File: config.mk
export PLATFORM = sky130hd
export DESIGN_NAME = useq_ctrl
export DESIGN_NICKNAME = d
export VERILOG_FILES = /design/src/rtl/useq_pkg.sv /design/src/rtl/useq_rom.sv /design/src/rtl/useq_next.sv /design/src/rtl/useq_regsel.sv /design/src/rtl/useq_ctrl.sv
export SDC_FILE = /design/constraint.sdc
export NUM_CORES = 1
export LEC_CHECK = 0
export BUFFER_PORTS_ARGS = -buffer_cell sky130_fd_sc_hd__buf_2
export CELL_PAD_IN_SITES_DETAIL_PLACEMENT = 1
export CELL_PAD_IN_SITES_GLOBAL_PLACEMENT = 1
export CORE_UTILIZATION = 25
export CTS_CLUSTER_SIZE = 8
export DETAILED_ROUTE_END_ITERATION = 16
export PLACE_DENSITY_LB_ADDON = 0.15
export SLEW_MARGIN = 5
export SYNTH_ARGS = -nofsm -noshare
export SYNTH_HDL_FRONTEND = slang
export SYNTH_HIERARCHICAL = 1
export SYNTH_SLANG_ARGS = --single-unit
File: constraint.sdc
create_clock -name clk_i -period 3 [get_ports clk_i]
set_input_delay 0.15 -clock clk_i [delete_from_list [all_inputs] [get_ports clk_i]]
set_output_delay 0.15 -clock clk_i [all_outputs]
set_load 0.01 [all_outputs]
File: src/rtl/useq_pkg.sv
package useq_pkg;
  typedef enum logic [1:0] {ALU_NOP = 2'd0, ALU_ADD = 2'd1, ALU_ADD4 = 2'd2} alu_fn_e;
  typedef enum logic [1:0] {SEQ_NEXT = 2'd0, SEQ_DISP = 2'd1, SEQ_END = 2'd2, SEQ_HALT = 2'd3} seq_e;
  typedef enum logic [1:0] {SRC_RS1 = 2'd0, SRC_RS2 = 2'd1, SRC_RD = 2'd2} src_e;

  typedef struct packed {
    logic    pc_in;
    logic    pc_out;
    logic    pc_bout;
    logic    ir_bin;
    logic    a_in;
    logic    c_in;
    logic    c_out;
    logic    mem_rd;
    alu_fn_e alu;
    logic    gpr_en;
    logic    gpr_dir;   // 1: load from bus
    src_e    gpr_src;
    seq_e    seq;
    logic    illegal;
  } uword_t;

  localparam int unsigned UA_FETCH = 0;
  localparam int unsigned UA_ADD   = 3;
  localparam int unsigned UA_HALT  = 6;
  localparam int unsigned UA_MIN_DEPTH = 8;
endpackage

File: src/rtl/useq_rom.sv
module useq_rom
  import useq_pkg::*;
#(
  parameter int unsigned UA_W = 3
) (
  input  logic [UA_W-1:0] addr_i,
  output uword_t          word_o
);
  function automatic uword_t blank();
    uword_t w;
    w = '0;
    w.alu = ALU_NOP;
    w.gpr_src = SRC_RS1;
    w.seq = SEQ_NEXT;
    return w;
  endfunction

  always_comb begin
    word_o = blank();
    case (int'(addr_i))
      UA_FETCH: begin
        word_o.pc_bout = 1'b1;
        word_o.mem_rd  = 1'b1;
        word_o.pc_out  = 1'b1;
        word_o.alu     = ALU_ADD4;
        word_o.c_in    = 1'b1;
      end
      UA_FETCH + 1: begin
        word_o.mem_rd = 1'b1;
        word_o.c_out  = 1'b1;
        word_o.pc_in  = 1'b1;
      end
      UA_FETCH + 2: begin
        word_o.mem_rd = 1'b1;
        word_o.ir_bin = 1'b1;
        word_o.seq    = SEQ_DISP;
      end
      UA_ADD: begin
        word_o.gpr_en  = 1'b1;
        word_o.gpr_src = SRC_RS1;
        word_o.a_in    = 1'b1;
      end
      UA_ADD + 1: begin
        word_o.gpr_en  = 1'b1;
        word_o.gpr_src = SRC_RS2;
        word_o.alu     = ALU_ADD;
        word_o.c_in    = 1'b1;
      end
      UA_ADD + 2: begin
        word_o.c_out   = 1'b1;
        word_o.gpr_en  = 1'b1;
        word_o.gpr_dir = 1'b1;
        word_o.gpr_src = SRC_RD;
        word_o.seq     = SEQ_END;
      end
      default: begin
        word_o.illegal = 1'b1;
        word_o.seq     = SEQ_HALT;
      end
    endcase
  end
endmodule

File: src/rtl/useq_next.sv
module useq_next
  import useq_pkg::*;
#(
  parameter int unsigned UA_W  = 3,
  parameter int unsigned OPC_W = 6,
  parameter logic [OPC_W-1:0] OPC_ADD = 6'h01
) (
  input  logic [UA_W-1:0]  upc_i,
  input  seq_e             seq_i,
  input  logic             stall_i,
  input  logic [OPC_W-1:0] opcode_i,
  output logic [UA_W-1:0]  upc_o
);
  localparam logic [UA_W-1:0] A_FETCH = UA_W'(UA_FETCH);
  localparam logic [UA_W-1:0] A_ADD   = UA_W'(UA_ADD);
  localparam logic [UA_W-1:0] A_HALT  = UA_W'(UA_HALT);

  logic [UA_W-1:0] disp_addr;

  always_comb begin
    disp_addr = A_HALT;
    if (opcode_i == OPC_ADD) disp_addr = A_ADD;
  end

  always_comb begin
    if (stall_i) upc_o = upc_i;
    else begin
      case (seq_i)
        SEQ_DISP: upc_o = disp_addr;
        SEQ_END:  upc_o = A_FETCH;
        SEQ_HALT: upc_o = upc_i;
        default:  upc_o = upc_i + UA_W'(1);
      endcase
    end
  end
endmodule

File: src/rtl/useq_regsel.sv
module useq_regsel
  import useq_pkg::*;
#(
  parameter int unsigned RIDX_W = 5
) (
  input  logic              en_i,
  input  src_e              src_i,
  input  logic [RIDX_W-1:0] rs1_i,
  input  logic [RIDX_W-1:0] rs2_i,
  input  logic [RIDX_W-1:0] rd_i,
  output logic [RIDX_W-1:0] idx_o
);
  always_comb begin
    idx_o = '0;
    if (en_i) begin
      case (src_i)
        SRC_RS1: idx_o = rs1_i;
        SRC_RS2: idx_o = rs2_i;
        SRC_RD:  idx_o = rd_i;
        default: idx_o = '0;
      endcase
    end
  end
endmodule

File: src/rtl/useq_ctrl.sv
module useq_ctrl
  import useq_pkg::*;
#(
  parameter int unsigned UCS_DEPTH = 8,
  parameter int unsigned OPC_W     = 6,
  parameter int unsigned RIDX_W    = 5,
  parameter logic [OPC_W-1:0] OPC_ADD = 6'h01
) (
  input  logic              clk_i,
  input  logic              rst_ni,
  input  logic              mem_ready_i,
  input  logic [OPC_W-1:0]  opcode_i,
  input  logic [RIDX_W-1:0] rs1_i,
  input  logic [RIDX_W-1:0] rs2_i,
  input  logic [RIDX_W-1:0] rd_i,
  output logic              pc_in_o,
  output logic              pc_out_o,
  output logic              pc_bout_o,
  output logic              ir_bin_o,
  output logic              a_in_o,
  output logic              c_in_o,
  output logic              c_out_o,
  output logic              mem_rd_o,
  output logic [1:0]        alu_fn_o,
  output logic              gpr_en_o,
  output logic              gpr_in_o,
  output logic [RIDX_W-1:0] gpr_idx_o,
  output logic              illegal_o
);
  localparam int unsigned UA_W = (UCS_DEPTH < UA_MIN_DEPTH) ? $clog2(UA_MIN_DEPTH) : $clog2(UCS_DEPTH);

  logic [UA_W-1:0] upc_q, upc_d;
  uword_t          word;
  logic            stall;

  useq_rom #(.UA_W(UA_W)) u_rom (.addr_i(upc_q), .word_o(word));

  assign stall = word.mem_rd && !mem_ready_i;

  useq_next #(.UA_W(UA_W), .OPC_W(OPC_W), .OPC_ADD(OPC_ADD)) u_next (
    .upc_i   (upc_q),
    .seq_i   (word.seq),
    .stall_i (stall),
    .opcode_i(opcode_i),
    .upc_o   (upc_d)
  );

  useq_regsel #(.RIDX_W(RIDX_W)) u_sel (
    .en_i (word.gpr_en),
    .src_i(word.gpr_src),
    .rs1_i(rs1_i),
    .rs2_i(rs2_i),
    .rd_i (rd_i),
    .idx_o(gpr_idx_o)
  );

  always_ff @(posedge clk_i or negedge rst_ni) begin
    if (!rst_ni) upc_q <= UA_W'(UA_FETCH);
    else         upc_q <= upc_d;
  end

  assign pc_in_o   = word.pc_in;
  assign pc_out_o  = word.pc_out;
  assign pc_bout_o = word.pc_bout;
  assign ir_bin_o  = word.ir_bin;
  assign a_in_o    = word.a_in;
  assign c_in_o    = word.c_in;
  assign c_out_o   = word.c_out;
  assign mem_rd_o  = word.mem_rd;
  assign alu_fn_o  = word.alu;
  assign gpr_en_o  = word.gpr_en;
  assign gpr_in_o  = word.gpr_dir;
  assign illegal_o = word.illegal;
endmodule

Word-level counts from Yosys, hierarchy flattened
Cells that the tools add are included.
- $add $sub $neg: 1
- multipliers: 0
- div/mod/pow operators: 0
- $lt $le $gt $ge: 0
- equal/unequal tests: 11
- shifts and indexed selects: 0
- multiplexer cells: 17
- bitwise gates (word level): 2
- reductions and logical operators: 11
- operators with widths (operator ; count):
    case mux 5 bit (3 select lines) ; 1
    2-to-1 mux 1 bit ; 9
    case mux 3 bit (3 select lines) ; 1
    case mux 2 bit (2 select lines) ; 2
    == test 2 bit, second input constant ; 3
    == test 3 x 2 -> 1 bit, second input constant ; 2
    == test 3 bit, second input constant ; 2
    == test 6 x 1 -> 1 bit, second input constant ; 1
    case mux 2 bit (3 select lines) ; 1
    OR reduction 3 bit ; 2
    OR reduction 6 bit ; 1
    2-to-1 mux 5 bit ; 1
    == test 2 x 1 -> 1 bit, second input constant ; 2
    OR reduction 2 bit ; 2
    OR reduction 4 bit ; 1
    adder 3 x 1 -> 3 bit, second input constant ; 1
    == test 3 x 1 -> 1 bit, second input constant ; 1
    logical NOT 3 bit ; 1
    2-to-1 mux 3 bit ; 1
    logical NOT 2 bit ; 1
    2-to-1 mux 2 bit ; 1
    inverter 1 bit ; 2
    AND reduction 2 bit ; 1
    logical AND 1 bit ; 1
    logical NOT 1 bit ; 1
- register bits: 3
- latch bits: 0
- RAM bits: 0
- bits in read-only memories: 0
- input port bits: 24
- output and inout bits: 18
- logic and storage cells: 43
- memories: 0

Longest topological paths before layout
Gate-level depths: netlist of run 1.
- word-level depth: 6
- depth in mapped cells: 7

By module
The synthesis of run 1 kept the hierarchy.
- by module, submodules not included (module ; instances ; cells each ; area each (um^2) ; sequential area each (um^2)):
    useq_regsel ; 1 ; 22 ; 166.4 ; 0.0
    useq_rom ; 1 ; 22 ; 128.9 ; 0.0
    useq_next ; 1 ; 18 ; 111.4 ; 0.0
    useq_ctrl ; 1 ; 4 ; 88.8 ; 75.1

Worst setup path after synthesis of run 1
Ideal clock, no wire load.
- path kind: register -> register
- from: register upc_q[0]
- to: register upc_q[2]
- arrival: 1359 ps
- data required time: 2857 ps
- slack: 1498 ps
- cell stages (with the launch flop): 7
- path through: dfrtp_1 -> buf_2 -> a21oi_1 -> nor2b_4 -> nor3b_1 -> o21ai_0 -> nand4_1
- cells in the longest elaborated chain, start to end: 6
- elaborated cells on any way between the ends: 19
- classes of those cells: add/sub (1); eq/ne (8); mux (3); bitwise (2); reduce/logical (5)
- ends and longest elaborated chain (what ; line ; source):
    start, declared ; useq_ctrl.sv:32 ; logic [UA_W-1:0] upc_q, upc_d;
    start signal, assigned ; useq_ctrl.sv:58 ; if (!rst_ni) upc_q <= UA_W'(UA_FETCH);
    start signal, assigned ; useq_ctrl.sv:59 ; else upc_q <= upc_d;
    == test 3 x 1 -> 1 bit (tied with other cells) ; useq_rom.sv:20 ; case (int'(addr_i))
    OR reduction 3 bit (no source line) * ; n/a ;
    2-to-1 mux 1 bit * ; useq_rom.sv:20 ;
    via mem_rd_o ; useq_ctrl.sv:23 ; output logic mem_rd_o,
    logical AND 1 bit * ; useq_ctrl.sv:38 ; assign stall = word.mem_rd && !mem_ready_i;
    via stall ; useq_ctrl.sv:34 ; logic stall;
    inverter 1 bit (no source line) * ; n/a ;
    AND reduction 2 bit (no source line) * ; n/a ;
The timed path passes the listed nets; every way through them passes the cells marked *.
A chain may end at the register's enable or synchronous reset.

Worst setup path in the final report of run 1
- from: register upc_q[1]
- to: output port gpr_idx_o[3]
- cells in the longest elaborated chain, start to end: 5
- elaborated cells on any way between the ends: 11
- classes of those cells: eq/ne (5); mux (4); reduce/logical (2)
- ends and longest elaborated chain (what ; line ; source):
    == test 3 bit ; useq_rom.sv:20 ;
    case mux 2 bit (2 select lines) ; useq_rom.sv:20 ;
    == test 2 bit (tied with other cells) ; useq_regsel.sv:16 ; case (src_i)
    case mux 5 bit (3 select lines) ; useq_regsel.sv:16 ;
    2-to-1 mux 5 bit * ; useq_regsel.sv:15 ; if (en_i) begin
    end, declared ; useq_ctrl.sv:27 ; output logic [RIDX_W-1:0] gpr_idx_o,
Every way passes the cells marked *; elsewhere a longest branch is shown, timed or not.

==> run_results.csv, run 1 <==
group,metric,value,unit
status,outcome,"completed",
floorplan,io_pins,42,
setup_path,critPathLaunchType,"flop",
route,drt-total-wl,1.43,mm
setup_path,cp.arrival,1970,ps
route,vias,605,
sta,fin_tns_setup,0,ps
logic_synthesis,seq_area_frac_synth,15.2,%
clock_network,clock_latency,240,ps
layout,diodes,0,
clock_network,cts-root-buf,"clkbuf_4",
route,remaining_drc_errors,0,
placed_design,post-dp-hpwl,1.16,mm
global_routing,grt_pass1_wl,2.09,mm
power,power.density,192,nW/um^2
setup_path,worstReg2RegStart,"upc_q[2]",
layout,largest_registers,"upc_q: 3 flops",
layout,final_util,40.0,%
logic_synthesis,synth.cell_area,495,um^2
floorplan,initial_core_util,27.8,%
floorplan,die_w,46.5,um
global_routing,overflow,0,
global_routing,grt_max_degree,14,
global_routing,grt_pass1_vias,511,
global_routing,gr-usage-all-layers,13.8,%
power,p_leak,0.358,nW
route,postRouteAntennaNets,0,
hold_path,hold_path.class,"primary input to flop",
global_routing,antenna_found_initial,0,
layout,regMostFlops,"upc_q",
layout,final_common_cell,"buf_2",
sta,finalMaxSlewViolations,0,
sta,rsz0062_at_grt,"false",
logic_synthesis,ys.flop_type,"dfrtp_1",
layout,finalNonFillerCells,130,
layout,synthToLayoutAreaGrowth,43.9,%
logic_synthesis,ys_top_cells_by_area,"dfrtp_1 (15%), mux2i_1 (10%), and2_1 (8.8%)",
sta,finClkSkew,1.86,ps
floorplan,placementRows,15,
clock_network,cts_tree,"built",
clock_network,clock_tree.buffer_depth,2,
sta,finalCritPeriodShare,70.6,%
logic_synthesis,synth_edf_count,0,
logic_synthesis,synthCells,66,
layout,layout_common_cells,"buf_2 (41), nor2_1 (8), and2_1 (7)",
logic_synthesis,yosys.area.top_type,"dfrtp_1",
layout,final_layout_size_suffix_gt1_share,44.8,%
route,routed_via_density,4.65,
sta,fin_ws,881,ps
logic_synthesis,synth_fp_nets,91,
route,drt-initial-drc-count,1,
layout,largest_reg_flops,3,
logic_synthesis,ys_ff_latch,3,
power,ir_drop,0.216,mV
layout,n_fill_cell,245,
setup_path,cp-startpoint,"upc_q[1]",
sta,min_period,2120,ps
floorplan,die_h,46.5,um
placed_design,dp.cells,125,
layout,final_nets,131,
logic_synthesis,synthArstFlopShare,100,%
setup_path,cp_max_fo,11,
sta,relSlewSlack,58.3,%
placed_design,gp_congestion,0.810,
logic_synthesis,yosysTopAreaCellShare,15.2,%
placed_design,place_ws,1130,ps
floorplan,die-area,2160,um^2
setup_path,crit_type,"flop to primary output",
clock_network,htree_levels,1,
setup_path,critical_path.endpoint_type,"primary output",
logic_synthesis,syn_area_per_cell,7.51,um^2
clock_network,cts.clk_slew.worst_paths,40,ps
sta,setup_violations,0,
clock_network,cts_buffers,3,
sta,fmax,472,MHz
floorplan,core_area,1780,um^2
sta,worst_slew_pin_slew,623,ps
logic_synthesis,synth.distinct_cells,26,
clock_network,clock-sinks,3,
job,maxCapViolCount,0,
route,firstDrtPassIters,2,
hold_path,hp-start,"opcode_i[4]",
route,avgRoutedWirePerCell,11.0,um
sta,hold_viol_final,0,
setup_path,crit_required,2850,ps
placed_design,io_buffers,41,
logic_synthesis,yosys_warnings,6,
## cell usage after synthesis (2+ instances only)
cell and n:
buf_4 3, a21oi_1 2, nand2_1 2, nand2b_1 2, nor2_1 8, o21ai_1 6, nor3_1 2, nand3b_1 5
dfrtp_1 3, buf_6 2, and3_1 2, mux2i_1 5, and2_1 7, nor3b_1 2, nor2b_1 3, buf_2 2
## final cells by class
| class | instances | area [um^2] | share of cell area (%) |
|---|---|---|---|
| multi-input combinational | 55 | 362 | 50.7 |
| clock buffer | 4 | 26.3 | 3.68 |
| inverter | 1 | 3.75 | 0.526 |
| sequential | 3 | 75.1 | 10.5 |
| tap | 25 | 31.3 | 4.39 |
| timing repair buffer | 42 | 215 | 30.2 |
## repair_timing
item / CTS / global route
endpoints found under the hold margin: 3 / 0
hold buffers: 1 / 0
buffers inserted: 0 / 0
gates resized for setup: 0 / 0
## layer usage
layer | up-vias | GRT usage (%) | part of all wire (%)
li1 | 307 | - | -
met1 | 275 | 15.9 | 41
met2 | 20 | 23.9 | 53
met3 | 3 | 3.53 | 4.9
met4 | 0 | 5.29 | 1.3
met5 | - | 0 | 0
## path summary, 6_finish.rpt
path | endpoint | slack, ps | cells past startpoint
max in group asynchronous | upc_q[1] | 2660 | 2
min in group asynchronous | upc_q[2] | 230 | 2
worst max register to register | upc_q[0] | 1480 | 5
worst min-delay path | upc_q[2] | 180 | 3
worst max-delay path | gpr_idx_o[3] | 880 | 6
worst min register to register | upc_q[1] | 730 | 2
## worst max-delay path, stage by stage (launching register included)
cell      delay (ps)
dfrtp_1          480
nand2b_1         210
nor2_1           500
nand3b_1         140
o21ai_1          110
and2_1           150
buf_2            130
## power by group
group	switching, W	total, W	internal [W]
registers	0	0.0000406	0.0000406
logic	0.00000635	0.0000199	0.0000136
clock network	0.0000261	0.0000763	0.0000502
## stage by stage
stage / hold slack [ps] / area [um^2] / power, W
after floorplan: -146 / 495 / 0.0000449
after global placement: -52.2 / 677 / 0.0000599
after detailed placement: -49.6 / 677 / 0.0000606
after CTS: 180 / 713 / 0.000142
after global routing: 187 / 713 / 0.000145
final: 184 / 713 / 0.000137
## kinds of logic (layout without fill, tap and decap cells)
logic type	count (synthesis)	after routing	share of synthesized area, %
DFF	3	3	15.2
muxes	5	5	10.1
AOI/OAI and AO/OA	11	11	12.6
adders and majority gates	1	1	2.52
and+or+nand+nor	38	38	47.7
buffers and inverters	8	47	11.9
Note: power is estimated with default switching activity, not from simulation.
==> run 2, diff against run 1 <==
--- a/config.mk
+++ b/config.mk
@@ -8,7 +8,7 @@
 export BUFFER_PORTS_ARGS = -buffer_cell sky130_fd_sc_hd__buf_2
 export CELL_PAD_IN_SITES_DETAIL_PLACEMENT = 1
 export CELL_PAD_IN_SITES_GLOBAL_PLACEMENT = 1
-export CORE_UTILIZATION = 25
+export CORE_UTILIZATION = 24
 export CTS_CLUSTER_SIZE = 8
 export DETAILED_ROUTE_END_ITERATION = 16
 export PLACE_DENSITY_LB_ADDON = 0.15
==> constraint.sdc (replaced) <==
create_clock -name clk_i -period 2.1 [get_ports clk_i]
set_input_delay 0.105 -clock clk_i [delete_from_list [all_inputs] [get_ports clk_i]]
set_output_delay 0.105 -clock clk_i [all_outputs]
set_load 0.01 [all_outputs]
==> run_results.csv, run 2 (synthesized netlist as in run 1, its figures left out) <==
group,metric,value,unit
status,outcome,"completed",
layout,finalNonFillerCells,133,
layout,seqCellArea,75.1,um^2
route,firstDrtPassIters,4,
layout,largest_reg_flops,3,
power,ir_drop,0.322,mV
layout,final_common_cell,"buf_2",
clock_network,cts_buffers,3,
setup_path,cp_max_fo,13,
route,drt-initial-drc-count,3,
global_routing,grt_max_degree,14,
setup_path,critPathSlowestCell,"dfrtp_1",
layout,n_fill_cell,271,
sta,relSlewSlack,73.8,%
placed_design,io_buffers,41,
layout,synthToLayoutAreaGrowth,46.2,%
sta,finalMaxSlewViolations,0,
setup_path,slowest_delay,570,ps
route,postRouteAntennaNets,0,
sta,fmax,522,MHz
sta,hold_viol_final,0,
floorplan,die-area,2250,um^2
clock_network,cts-root-buf,"clkbuf_4",
placed_design,gp_congestion,0.731,
sta,setup_violations,0,
power,combPwrFrac,15.2,%
global_routing,grt_pass1_wl,2.08,mm
layout,largest_registers,"upc_q: 3 flops",
sta,min_period,1920,ps
setup_path,crit_required,2000,ps
clock_network,cts.clk_slew.worst_paths,40,ps
route,remaining_drc_errors,0,
clock_network,clock_tree.buffer_depth,2,
floorplan,die_h,47.4,um
floorplan,core_area,1940,um^2
floorplan,initial_core_util,25.5,%
hold_path,hold_path.class,"primary input to flop",
job,maxCapViolCount,0,
clock_network,post_cts_buffers,0,
global_routing,overflow,0,
layout,diodes,0,
setup_path,path_cells,"and3_2 -> mux2i_1 -> o21ai_1 -> and2_1 -> buf_2",
setup_path,cp.arrival,1810,ps
route,drt-total-wl,1.45,mm
sta,worst_slew_pin_slew,393,ps
sta,finClkSkew,0.668,ps
power,switchingPower,0.0000395,W
clock_network,clock-sinks,3,
global_routing,grt_pass1_vias,468,
layout,regMostFlops,"upc_q",
setup_path,critPathLaunchType,"flop",
power,p_clk_share,54.0,%
global_routing,antenna_found_initial,0,
sta,finalCritPeriodShare,91.2,%
clock_network,clock_latency,230,ps
placed_design,post-dp-hpwl,1.13,mm
clock_network,cts_tree,"built",
power,sw_frac_of_total,21.0,%
route,routed_via_density,4.57,
placed_design,dp.cells,128,
setup_path,path_delay_family,"flip-flops",
layout,final_nets,132,
sta,fin_tns_setup,0,ps
power,power.density,260,nW/um^2
route,vias,608,
power,power.share.sequential,30.9,%
floorplan,io_pins,42,
floorplan,die_w,47.4,um
floorplan,placementRows,16,
layout,layout_common_cells,"buf_2 (41), nor2_1 (8), and2_1 (7)",
layout,multi_input_area,363,um^2
layout,final_layout_size_suffix_gt1_share,46.2,%
setup_path,critical_path.endpoint_type,"primary output",
setup_path,crit_buf_inv,1,
power,internal_power,0.000149,W
sta,rsz0062_at_grt,"false",
setup_path,crit_type,"flop to primary output",
global_routing,gr-usage-all-layers,13.0,%
power,p_leak,0.363,nW
clock_network,htree_levels,1,
route,avgRoutedWirePerCell,10.9,um
run 2: layout make-up:
cell class	count	area share, %
well taps	27	4.66
inverters	1	0.518
repair buffers	43	30.7
flip-flops and latches	3	10.4
multi-input cells	55	50.1
clock buffers	4	3.63
run 2: power by group through the flow:
stage | clock network (W) | logic [W] | registers [W]
final | 0.000102 | 0.0000285 | 0.0000581
after floorplan | 0 | 0.00000531 | 0.0000589
after CTS | 0.000108 | 0.0000291 | 0.0000581
after detailed placement | 0 | 0.0000276 | 0.0000589
after global routing | 0.000112 | 0.0000317 | 0.0000581
after global placement | 0 | 0.0000272 | 0.0000589
run 2: worst paths after layout:
| check | endpoint | slack [ps] | from | cells after the start |
|---|---|---|---|---|
| min reg2reg | upc_q[1] | 760 | upc_q[1] | 2 |
| min | upc_q[2] | 150 | opcode_i[5] | 3 |
| min in group asynchronous | upc_q[0] | 190 | rst_ni | 2 |
| max in group asynchronous | upc_q[1] | 1800 | rst_ni | 2 |
| max | gpr_idx_o[0] | 180 | upc_q[2] | 5 |
| max reg2reg | upc_q[0] | 530 | upc_q[2] | 5 |
run 2: what timing repair did:
action                                  in CTS  in global routing
hold buffers                                 1                  0
resized for setup                            0                  1
endpoints found under the setup margin       0                  1
hold endpoints to repair                     3                  0
run 2: layer usage:
layer,vias to the layer above,part of all wire (%),GRT usage (%)
met2,17,47,18.9
met5,-,0,0
li1,308,-,-
met1,283,48,18.3
met4,0,0,3.43
met3,0,4.3,4.53
run 2: stage by stage:
step / setup slack (ps) / power [W] / hold WS, ps / instance area (um^2) / utilization, %
floorplan: 598 / 0.0000642 / -191 / 495 / -
global placement: 391 / 0.0000861 / -98.0 / 687 / 35.4
detailed placement: 349 / 0.0000865 / -94.3 / 687 / 35.4
CTS: 79.7 / 0.000195 / 150 / 723 / 37.2
global route: 66.7 / 0.000202 / 182 / 724 / 37.3
finish: 184 / 0.000188 / 152 / 724 / 37.3
run 2: tightest hold or removal path, delay by kind of cell:
| kind | cells | cell delay, ps |
|---|---|---|
| and+or+nand+nor | 1 | 70 |
| AOI/OAI and AO/OA | 1 | 90 |
| buffers and inverters | 1 | 70 |
==> run 3, diff against run 2 <==
--- a/config.mk
+++ b/config.mk
@@ -6,6 +6,7 @@
 export NUM_CORES = 1
 export LEC_CHECK = 0
 export BUFFER_PORTS_ARGS = -buffer_cell sky130_fd_sc_hd__buf_2
+export CAP_MARGIN = 10
 export CELL_PAD_IN_SITES_DETAIL_PLACEMENT = 1
 export CELL_PAD_IN_SITES_GLOBAL_PLACEMENT = 1
 export CORE_UTILIZATION = 24
==> constraint.sdc (replaced) <==
create_clock -name clk_i -period 2.2 [get_ports clk_i]
set_input_delay 0.11 -clock clk_i [delete_from_list [all_inputs] [get_ports clk_i]]
set_output_delay 0.11 -clock clk_i [all_outputs]
set_load 0.01 [all_outputs]
==> run_results.csv, run 3 (synthesized netlist as in run 1, its figures left out) <==
group,metric,value,unit
layout,synthToLayoutAreaGrowth,47.5,%
sta,rsz0062_at_grt,"false",
route,routed_via_density,4.45,
global_routing,grt_pass1_vias,501,
route,postRouteAntennaNets,0,
clock_network,post_cts_resized,0,
clock_network,cts_tree,"built",
layout,final_area,731,um^2
clock_network,clock_tree.buffer_depth,2,
sta,fmax,508,MHz
floorplan,io_pins,42,
route,drt-total-wl,1.41,mm
route,firstDrtPassIters,4,
global_routing,antenna_found_initial,0,
global_routing,gr-usage-all-layers,13.0,%
setup_path,crit_required,2090,ps
setup_path,cp.arrival,1860,ps
route,remaining_drc_errors,0,
layout,finalNonFillerCells,134,
placed_design,dpl_cell_area,694,um^2
layout,layout_common_cells,"buf_2 (41), nor2_1 (8), and2_1 (7)",
hold_path,hp-start,"opcode_i[4]",
sta,min_period,1970,ps
setup_path,critical_path.endpoint_type,"primary output",
global_routing,grt_max_degree,14,
hold_path,holdPathEnd,"upc_q[2]",
route,avgRoutedWirePerCell,10.6,um
layout,final_common_cell,"buf_2",
sta,finClkSkew,3.20,ps
clock_network,cts_hold_buf,1,
power,power.density,254,nW/um^2
power,p_total,0.000185,W
clock_network,clock-sinks,3,
layout,final_util,37.6,%
sta,fin_tns_setup,0,ps
layout,n_fill_cell,278,
clock_network,htree_levels,1,
layout,regMostFlops,"upc_q",
floorplan,core_area,1940,um^2
layout,final_layout_size_suffix_gt1_share,45.8,%
global_routing,grt_pass1_wl,2.10,mm
power,ir_drop,0.241,mV
sta,finalMaxSlewViolations,0,
route,vias,596,
floorplan,die-area,2250,um^2
floorplan,placementRows,16,
floorplan,die_h,47.4,um
layout,seqCellArea,75.1,um^2
sta,finalCritPeriodShare,89.4,%
layout,largest_registers,"upc_q: 3 flops",
clock_network,cts.clk_slew.worst_paths,40,ps
setup_path,worstReg2RegStart,"upc_q[2]",
status,outcome,"completed",
clock_network,post_cts_buffers,0,
layout,final_nets,133,
layout,diodes,0,
floorplan,die_w,47.4,um
placed_design,dp.cells,129,
sta,hold_viol_final,0,
power,p_leak,0.368,nW
layout,largest_reg_flops,3,
route,drt-initial-drc-count,8,
global_routing,overflow,0,
setup_path,r2r_setup_slack,690,ps
setup_path,reg2reg_depth,5,
job,maxCapViolCount,0,
sta,relSlewSlack,73.3,%
clock_network,clock_latency,240,ps
placed_design,gp_congestion,0.745,
placed_design,post-dp-hpwl,1.13,mm
setup_path,cp_max_fo,11,
hold_path,holdPathStages,3,
clock_network,cts-root-buf,"clkbuf_4",
setup_path,reg2reg_to,"upc_q[0]",
layout,multi_input_area,362,um^2
sta,worst_slew_pin_slew,401,ps
setup_path,critPathLaunchType,"flop",
placed_design,io_buffers,41,
clock_network,cts_buffers,3,
sta,setup_violations,0,
hold_path,hold_path.class,"primary input to flop",
floorplan,initial_core_util,25.5,%
setup_path,crit_type,"flop to primary output",
run 3: cell count changes in the layout (fill, tap and decap cells not counted), sizes merged:
| cell | change |
|---|---|
| buf | +1 |
run 3: how the worst max path moves through the flow:
stage	startpoint	endpoint	slack [ps]	depth (start not counted)
2_1_floorplan	upc_q[0]	upc_q[2]	700	6
3_3_place_gp	upc_q[2]	gpr_idx_o[3]	490	5
3_5_place_dp	upc_q[1]	gpr_idx_o[0]	480	6
4_1_cts	upc_q[2]	gpr_idx_o[0]	220	5
5_1_grt	upc_q[2]	gpr_idx_o[0]	100	5
6_report	upc_q[1]	gpr_idx_o[0]	230	6
run 3: layer usage:
layer,GRT usage (%),part of all wire (%),up-vias
met2,20.3,51,17
li1,-,-,308
met5,0,0,-
met3,3.77,5.4,0
met1,17.5,44,271
met4,3.43,0,0
run 3: per-stage QoR:
stage / setup WS, ps / hold slack, ps
floorplan: 698 / -186
global placement: 492 / -90.4
detailed placement: 481 / -89.6
CTS: 220 / 147
global route: 104 / 162
finish: 233 / 147
run 3: cell type report:
type                            instances  area share [%]
Clock buffer                            4            3.60
Inverter                                1           0.514
Multi-Input combinational cell         55            49.5
Sequential cell                         3            10.3
Tap cell                               27            4.62
Timing Repair Buffer                   44            31.5
run 3: critical path, cell delays in order, from the launching register on:
cell and delay (ps):
dfrtp_1 480, inv_2 130, and3_1 410, mux2i_1 240
o21ai_1 70, and2_1 150, buf_2 130
run 3: power breakdown:
| part | internal [W] | switching [W] | leakage (nW) |
|---|---|---|---|
| Clock | 0.0000683 | 0.0000342 | 0.0150 |
| Combinational | 0.0000185 | 0.00000890 | 0.327 |
| Sequential | 0.0000554 | 0 | 0.0262 |
| Total | 0.000142 | 0.0000431 | 0.368 |
